`config.mk`:
```
export PLATFORM = sky130hd
export DESIGN_NAME = split_od_port
export DESIGN_NICKNAME = d
export VERILOG_FILES = /design/src/rtl/split_od_port_pkg.sv /design/src/rtl/split_od_port_regs.sv /design/src/rtl/split_od_port_drv.sv /design/src/rtl/split_od_port_sample.sv /design/src/rtl/split_od_port.sv
export SDC_FILE = /design/constraint.sdc
export NUM_CORES = 1
export LEC_CHECK = 0
export ABC_AREA = 1
export CAP_MARGIN = 30
export CORE_ASPECT_RATIO = 1.1
export CORE_MARGIN = 1.5
export CORE_UTILIZATION = 36
export DETAILED_ROUTE_END_ITERATION = 10
export GPL_ROUTABILITY_DRIVEN = 0
export PLACE_DENSITY = 0.75
export SKIP_LAST_GASP = 1
export SLEW_MARGIN = 20
export SYNTH_ARGS = -nofsm -noshare
export SYNTH_HDL_FRONTEND = slang
export SYNTH_SLANG_ARGS = --single-unit
```
`constraint.sdc`:
```
create_clock -name clk -period 0.9 [get_ports clk]
set_input_delay 0.135 -clock clk [delete_from_list [all_inputs] [get_ports clk]]
set_output_delay 0.135 -clock clk [all_outputs]
set_load 0.1 [all_outputs]
```
`src/rtl/split_od_port_pkg.sv`:
```
// Package: shared register-select encoding for the split open-drain port.
// Assumes a one-bit register address on the bus side.
package split_od_port_pkg;
    typedef enum logic {
        SEL_DATA = 1'b0,
        SEL_DIR  = 1'b1
    } port_sel_e;
endpackage

```
`src/rtl/split_od_port_regs.sv`:
```
// Module: data latch and direction register.
// Assumes one write strobe plus a select; reset is synchronous, active low.
module split_od_port_regs
    import split_od_port_pkg::*;
#(
    parameter int WIDTH = 6
) (
    input  logic             clk,
    input  logic             rst_n,
    input  logic             wr_en,
    input  port_sel_e        sel,
    input  logic [WIDTH-1:0] wdata,
    output logic [WIDTH-1:0] latch_q,
    output logic [WIDTH-1:0] dir_q
);
    // Load the selected register on a write; clear both on reset.
    always_ff @(posedge clk) begin
        if (!rst_n) begin
            latch_q <= '0;
            dir_q   <= '0;
        end else if (wr_en) begin
            if (sel == SEL_DATA) latch_q <= wdata;
            else                 dir_q   <= wdata;
        end
    end
endmodule

```
`src/rtl/split_od_port_drv.sv`:
```
// Module: driver control for one pin.
// Assumes an open-drain request only removes the high-side drive.
module split_od_port_drv (
    input  logic dir,
    input  logic dat,
    input  logic od_en,
    output logic drv_lo,
    output logic drv_hi,
    output logic oe
);
    // Choose which driver (if any) is on for this pin.
    always_comb begin
        drv_lo = dir & ~dat;
        drv_hi = dir & dat & ~od_en;
        oe     = drv_lo | drv_hi;
    end
endmodule

```
`src/rtl/split_od_port_sample.sv`:
```
// Module: register that samples the pin levels for readback.
// Assumes pin_in is already synchronous, or its timing is handled at the pad.
module split_od_port_sample #(
    parameter int WIDTH = 6
) (
    input  logic             clk,
    input  logic             rst_n,
    input  logic [WIDTH-1:0] pin_in,
    output logic [WIDTH-1:0] pin_q
);
    // Capture the pin levels every cycle.
    always_ff @(posedge clk) begin
        if (!rst_n) pin_q <= '0;
        else        pin_q <= pin_in;
    end
endmodule

```
`src/rtl/split_od_port.sv`:
```
// Module: six-bit port with group-wise open-drain selection.
// Pins below LOW_W follow wom_lo_en; the remaining pins follow wom_hi_en.
// Assumes the pad resolves the drive signals and returns levels on pin_in.
module split_od_port
    import split_od_port_pkg::*;
#(
    parameter int WIDTH = 6,
    parameter int LOW_W = 2
) (
    input  logic             clk,
    input  logic             rst_n,
    input  logic             wr_en,
    input  logic             addr,
    input  logic [WIDTH-1:0] wdata,
    output logic [WIDTH-1:0] rdata,
    input  logic             wom_hi_en,
    input  logic             wom_lo_en,
    input  logic [WIDTH-1:0] pin_in,
    output logic [WIDTH-1:0] drv_low,
    output logic [WIDTH-1:0] drv_high,
    output logic [WIDTH-1:0] pin_oe
);
    port_sel_e        sel;
    logic [WIDTH-1:0] latch_q;
    logic [WIDTH-1:0] dir_q;
    logic [WIDTH-1:0] pin_q;

    assign sel = port_sel_e'(addr);

    split_od_port_regs #(.WIDTH(WIDTH)) u_regs (
        .clk    (clk),
        .rst_n  (rst_n),
        .wr_en  (wr_en),
        .sel    (sel),
        .wdata  (wdata),
        .latch_q(latch_q),
        .dir_q  (dir_q)
    );

    split_od_port_sample #(.WIDTH(WIDTH)) u_sample (
        .clk   (clk),
        .rst_n (rst_n),
        .pin_in(pin_in),
        .pin_q (pin_q)
    );

    for (genvar i = 0; i < WIDTH; i++) begin : g_pin
        logic od_sel;
        if (i < LOW_W) begin : g_lo
            assign od_sel = wom_lo_en;
        end else begin : g_hi
            assign od_sel = wom_hi_en;
        end
        split_od_port_drv u_drv (
            .dir   (dir_q[i]),
            .dat   (latch_q[i]),
            .od_en (od_sel),
            .drv_lo(drv_low[i]),
            .drv_hi(drv_high[i]),
            .oe    (pin_oe[i])
        );
    end

    // Return sampled pins or the direction register on reads.
    always_comb begin
        rdata = (sel == SEL_DATA) ? pin_q : dir_q;
    end
endmodule

```
**Word level (Yosys, flattened, before mapping)**

Cells that the tools add are included.

- Bits in registers: 18

- Bitwise logic cells: 33
- Multiplexer cells: 1
- Reduce and logical (&&, ||, !) cells: 2

Operators with widths:

| kind | count |
|---|---|
| 1-bit AND | 18 |
| 1-bit NOT | 9 |
| 6-bit two-way mux | 1 |
| 1-bit OR | 6 |
| 2-bit AND reduction | 2 |

**Longest topological paths before layout**

- Depth in word-level cells: 3
- Gate-level depth with buffers: 5
- Gate-level depth less buffers: 4

**By module**

From an unflattened synthesis, not the netlist that was laid out.

- Cell total of the unflattened synthesis: 134
- Area, all modules: 845.8 um^2

Modules (own cells, without submodules):

| module | area each (um^2) | instances | cells each | sequential area each (um^2) |
|---|---|---|---|---|
| split_od_port_regs | 489.2 | 1 | 67 | 240.2 |
| split_od_port_sample | 165.2 | 1 | 18 | 120.1 |
| split_od_port_drv | 20.0 | 6 | 5 | 0.0 |
| split_od_port | 71.3 | 1 | 19 | 0.0 |

**Worst setup path after synthesis**

OpenSTA, ideal clock, no wires.

- Path type: input-to-output
- Start: in addr
- End: out rdata[0]
- Data required time: 765 ps
- Path slack: -1,021 ps
- Path buffers: 2
- Stages: 4
- Arrival time: 1,786 ps
- Cell sequence: buf_6 inv_4 buf_6 o21ai_1

- Word-level cells in the longest chain between the ends: 1

RTL lines:

| element | line | RTL |
|---|---|---|
| start, declared | split_od_port.sv:13 | `input logic addr,` |
| 6-bit two-way mux | split_od_port.sv:66 | `rdata = (sel == SEL_DATA) ? pin_q : dir_q;` |
| end, declared | split_od_port.sv:15 | `output logic [WIDTH-1:0] rdata,` |

Every way passes these cells.

**Worst setup path in the final report**

- Start: reg u_regs.dir_q[5]
- End: out rdata[5]

- Word-level cells in the longest chain between the ends: 1

RTL lines:

| element | line | RTL |
|---|---|---|
| start, declared | split_od_port_regs.sv:14 | `output logic [WIDTH-1:0] dir_q` |
| start signal, assigned | split_od_port_regs.sv:23 | `else dir_q <= wdata;` |
| 6-bit two-way mux | split_od_port.sv:66 |  |

Every way passes these cells.

==> results <==
- The run finished, with violations left.
- The checks that failed: negative setup slack.
- The netlist uses 16 different library cells.
- The die is 58.13 µm tall.
- Once detail routing completed, the nets flagged for antenna violations numbered 0.
- The total routing resource utilization after global routing is 21.47%.
- In the final routed layout, each cell accounts on average for 14.30 µm.
- The synthesized flop and latch total is 18.
- In the synthesized netlist, the cells that appear most often are 30 x sky130_fd_sc_hd__nor2_1, 25 x sky130_fd_sc_hd__nand2_1, 20 x sky130_fd_sc_hd__buf_4.
- The per-cell via count in the routed design is 4.701.
- The clock input transition at the sequential cells of the worst setup and hold paths is 100 ps.
- Based on the critical path, the design can be clocked at up to 817.3 MHz.
- Counting tap cells, the placed design contains a total of 209 instances.
- The highest ir drop seen on vdd is 791.2 µV.
- The sequential cell area fraction in the yosys report is 36.23%.
- The data arrival time at the worst-slack endpoint is 1090 ps.
- The longest clock path from root to sink contains 2 buffers.
- The worst hold path belongs to the class primary input to flip-flop.
- The critical path in this run is classified as flip-flop to output port.
- The floorplan core area is 2567 µm².
- The startpoint identified for the worst hold timing path is pin_in[1].
- Setup repair after global routing could not meet its margin everywhere.
- The category of the worst setup path capture point is an output port.
- The simple-gate area share of the yosys netlist is 24.91%.
- In this run the tightest slew margin relative to its limit is 81.89%.
- Yosys mapped a number of flops with a built-in enable equal to 0.
- The total count of hold-check failures in the final report came to 0.
- The critical register-to-register path startpoint is u_regs.dir_q[4]$_SDFFE_PN0P_.
- The clock root buffer master is sky130_fd_sc_hd__clkbuf_4.
- The clock share of power is 19.5%.
- Buffers inserted during clock tree synthesis total 3.
- The most critical setup path has its startpoint at u_regs.dir_q[5]$_SDFFE_PN0P_.
- The layout net count is 202.
- The number of cells on the worst reg-to-reg path is 3.
- The number of buffers inserted by port buffering is 41.
- After Yosys synthesis, XOR and XNOR cells account for 0% of the synthesized area.
- The die is 53.12 µm wide.
- After the flow finishes, the layout carries non-filler instances totaling 214.
- The number of placed I/O pins is 42.
- In this run, the number of DRC markers left after iteration 0 of detailed routing was 11.
- The data required time of the critical path is 760 ps.
- The count of pins over their slew limit is 0.
- The total die area is 3088 µm².
- The share of Yosys cell area claimed by the top area cell type is 36.23%.
- Synthesis produced a netlist with a net count of 166.
- The via total after detailed routing is 1006.
- The first global-routing pass estimated 4788 µm of wire.
- Counting the fill cells in the layout gives 144.
- Summed over all cells, the static leakage comes to 0.0008546 µW.
- For this run, design rule violations remaining after detail routing come to 0.
- Of the total synthesized cell area, the portion taken by full adders, half adders and majority gates is 0%.
- In this run the number of H-tree levels came out at 1.
- The final critical delay including setup and external delays is 1224 ps.
- The setup fix buffers added after clock tree synthesis is 0.
- The setup slack of the critical path after layout is -323.5 ps.
- The number of warnings reported in the yosys synthesis log is 0.
- In this run the critical register-to-register path is captured at u_regs.dir_q[4]$_SDFFE_PN0P_.
- The multi-input gate area in the final layout is 604.3 µm².
- After legalization and detailed placement, the total HPWL measured 2007 µm.
- Along the worst hold path, the cell count comes to 3.
- By area, the combinational part of the netlist is dominated by buffers and inverters.
- The register area is 405.4 µm².
- The pin count of the biggest net entering global routing is 11.
- The worst hold path terminates at u_sample.pin_q[1]$_SDFF_PN0_.
- In this run the power spent charging and discharging nets is 1033 µW.
- The number of inserted diodes is 0.
- The number of global-route vias before repair is 1020.
- The average instance area after synthesis is 6.721 µm².
- Setup violations remaining at the end of the flow were counted as 24.
- The source-to-sink clock delay at the later pin of the worst-skew pair is 280 ps.
- The transition at the pin with the smallest max-transition slack is 271.7 ps.
- The tool flagged a number of max-cap violations equal to 0.
- After synthesis, the share of cell area in mux cells is 0%.
- In this run the register-to-register setup slack is 110 ps.
- The first-pass detailed-route iteration total is 4.
- The routed wire length is 3061 µm.
- Of the total power, combinational logic draws 44.4%.
- The residual overflow from global routing is 0.
- After floorplanning, the core was divided into 19 placement rows.
- The synthesized instance count is 148.
- Internal power comes to 1506 µW.
- Ranked by total cell area, the synthesized netlist is headed by sky130_fd_sc_hd__dfxtp_1 36%, sky130_fd_sc_hd__buf_4 15%, sky130_fd_sc_hd__nor2_1 11%, sky130_fd_sc_hd__nand2_1 9.4%, sky130_fd_sc_hd__inv_1 6.8%.
- In the post-synthesis netlist, the cell with the most instances is sky130_fd_sc_hd__nor2_1.
- The clock drives 18 sinks.
- The kind of launch point of the worst setup path is a flip-flop.
- The share of post-route cells with drive strength above 1 is 51.91%.
- The initial antenna violation count is 0.
- The synthesis-to-finish area growth is 95.47%.
- On the final layout, the worst clock skew is 0 ps.
- The share of total power consumed by net switching is 40.69%.
- The final critical-path share of the clock period is 135.9%.
- The proportion of register bits with asynchronous set or reset after synthesis is 0%.
- The cell accounting for the most synthesized area is sky130_fd_sc_hd__dfxtp_1.
- The power per cell area is 1306 nW/µm².
- For this design, the CTS-stage hold fixing added 0 buffers.
- The compound-gate portion of the synthesized area is 12.83%.
- The final design utilization is 75.73%.
- The sequential share of power is 36.1%.
- The synthesized netlist occupies a cell area of 994.7 µm².
- The largest fanout on the critical path is 3.
- Among all flip-flop cells after synthesis, the most frequent one is sky130_fd_sc_hd__dfxtp_1.
- The CTS tree is yes.
- The starting density of the core is 38.74%.
[cell usage in the layout (no fill, tap or decap)]
cell type	Yosys	final
sky130_fd_sc_hd__nand2_4	0	4
sky130_fd_sc_hd__inv_6	0	2
sky130_fd_sc_hd__nor2_1	30	18
sky130_fd_sc_hd__dlygate4sd2_1	0	2
sky130_fd_sc_hd__nor2_2	0	4
sky130_fd_sc_hd__nand3_1	6	6
sky130_fd_sc_hd__inv_4	1	5
sky130_fd_sc_hd__buf_4	20	12
sky130_fd_sc_hd__nor2_4	1	9
sky130_fd_sc_hd__a21oi_4	0	5
sky130_fd_sc_hd__buf_12	0	24
sky130_fd_sc_hd__clkbuf_4	0	3
sky130_fd_sc_hd__a21oi_1	12	5
sky130_fd_sc_hd__nand2_2	0	2
sky130_fd_sc_hd__o21ai_4	0	6
sky130_fd_sc_hd__clkbuf_8	0	1
sky130_fd_sc_hd__o21ai_0	6	3
sky130_fd_sc_hd__dfxtp_4	0	12
sky130_fd_sc_hd__inv_1	18	12
sky130_fd_sc_hd__o21ai_1	4	3
sky130_fd_sc_hd__clkdlybuf4s15_2	0	1
sky130_fd_sc_hd__clkdlybuf4s50_1	0	14
sky130_fd_sc_hd__a21oi_2	0	2
sky130_fd_sc_hd__buf_6	2	1
sky130_fd_sc_hd__dfxtp_1	18	6
sky130_fd_sc_hd__nand2_1	25	19
sky130_fd_sc_hd__inv_8	0	1
sky130_fd_sc_hd__inv_2	1	1
[stage by stage]
step | TNS (ps) | setup slack, ps | area (µm²) | hold slack (ps) | total power [µW]
2_1_floorplan | -1466 | -222.2 | 1122 | 228.5 | 1618
3_3_place_gp | -11670 | -456.5 | 1688 | 501.8 | 1938
3_5_place_dp | -12890 | -488.4 | 1688 | 516.3 | 1961
4_1_cts | -7022 | -304.6 | 1898 | 376.4 | 2510
5_1_grt | -8058 | -361.1 | 1944 | 395.6 | 2641
6_report | -7062 | -323.5 | 1944 | 380.0 | 2538
[power groups by stage]
stage | sequential (µW) | clock (µW) | combinational (µW)
4_1_cts | 903 | 501 | 1110
5_1_grt | 921 | 548 | 1170
2_1_floorplan | 893 | 0 | 725
6_report | 915 | 495 | 1130
3_3_place_gp | 899 | 0 | 1040
3_5_place_dp | 901 | 0 | 1060
[metal layers]
layer  track usage, %  up-vias  share of wire [%]
li1                 -      510                  -
met1            26.24      465                 41
met2            38.39       29                 54
met3            1.546        2                3.3
met4            8.425        0                1.1
met5                0        -                  0
[worst max-delay path: stages (launching register included)]
cell                      delay, ps
sky130_fd_sc_hd__dfxtp_4        400
sky130_fd_sc_hd__inv_4           60
sky130_fd_sc_hd__o21ai_4        150
sky130_fd_sc_hd__buf_12         190
[registers in the layout, summed over array words and instances, names as in the netlist]
register        flops
u_regs.dir_q        6
u_sample.pin_q      6
u_regs.latch_q      6
[layout make-up]
| class | count | area share, % |
|---|---|---|
| clock buffer | 4 | 1.866 |
| inverter | 20 | 5.277 |
| sequential | 18 | 20.85 |
| timing repair inverter | 1 | 0.3218 |
| timing repair buffer | 54 | 38.61 |
| tap | 31 | 1.995 |
| multi-input combinational | 86 | 31.08 |
[cells by family (layout without fill, tap and decap cells)]
| group | Yosys count | count (layout) |
|---|---|---|
| simple gates | 62 | 62 |
| buf+inv | 44 | 79 |
| flops | 18 | 18 |
| compound gates | 24 | 24 |
[timing repair]
action,CTS,global route
cloned,1,0
pin swaps,15,5
resized for setup,69,14
setup endpoints to repair,36,30
[worst max path at each step]
stage	endpoint	slack, ps	cells past startpoint
CTS	drv_high[1]	-300	3
floorplan	rdata[0]	-220	4
global placement	rdata[3]	-460	5
detailed placement	rdata[3]	-490	5
global route	drv_high[1]	-360	3
finish	rdata[5]	-320	3
(Power assumes the default switching activity.)
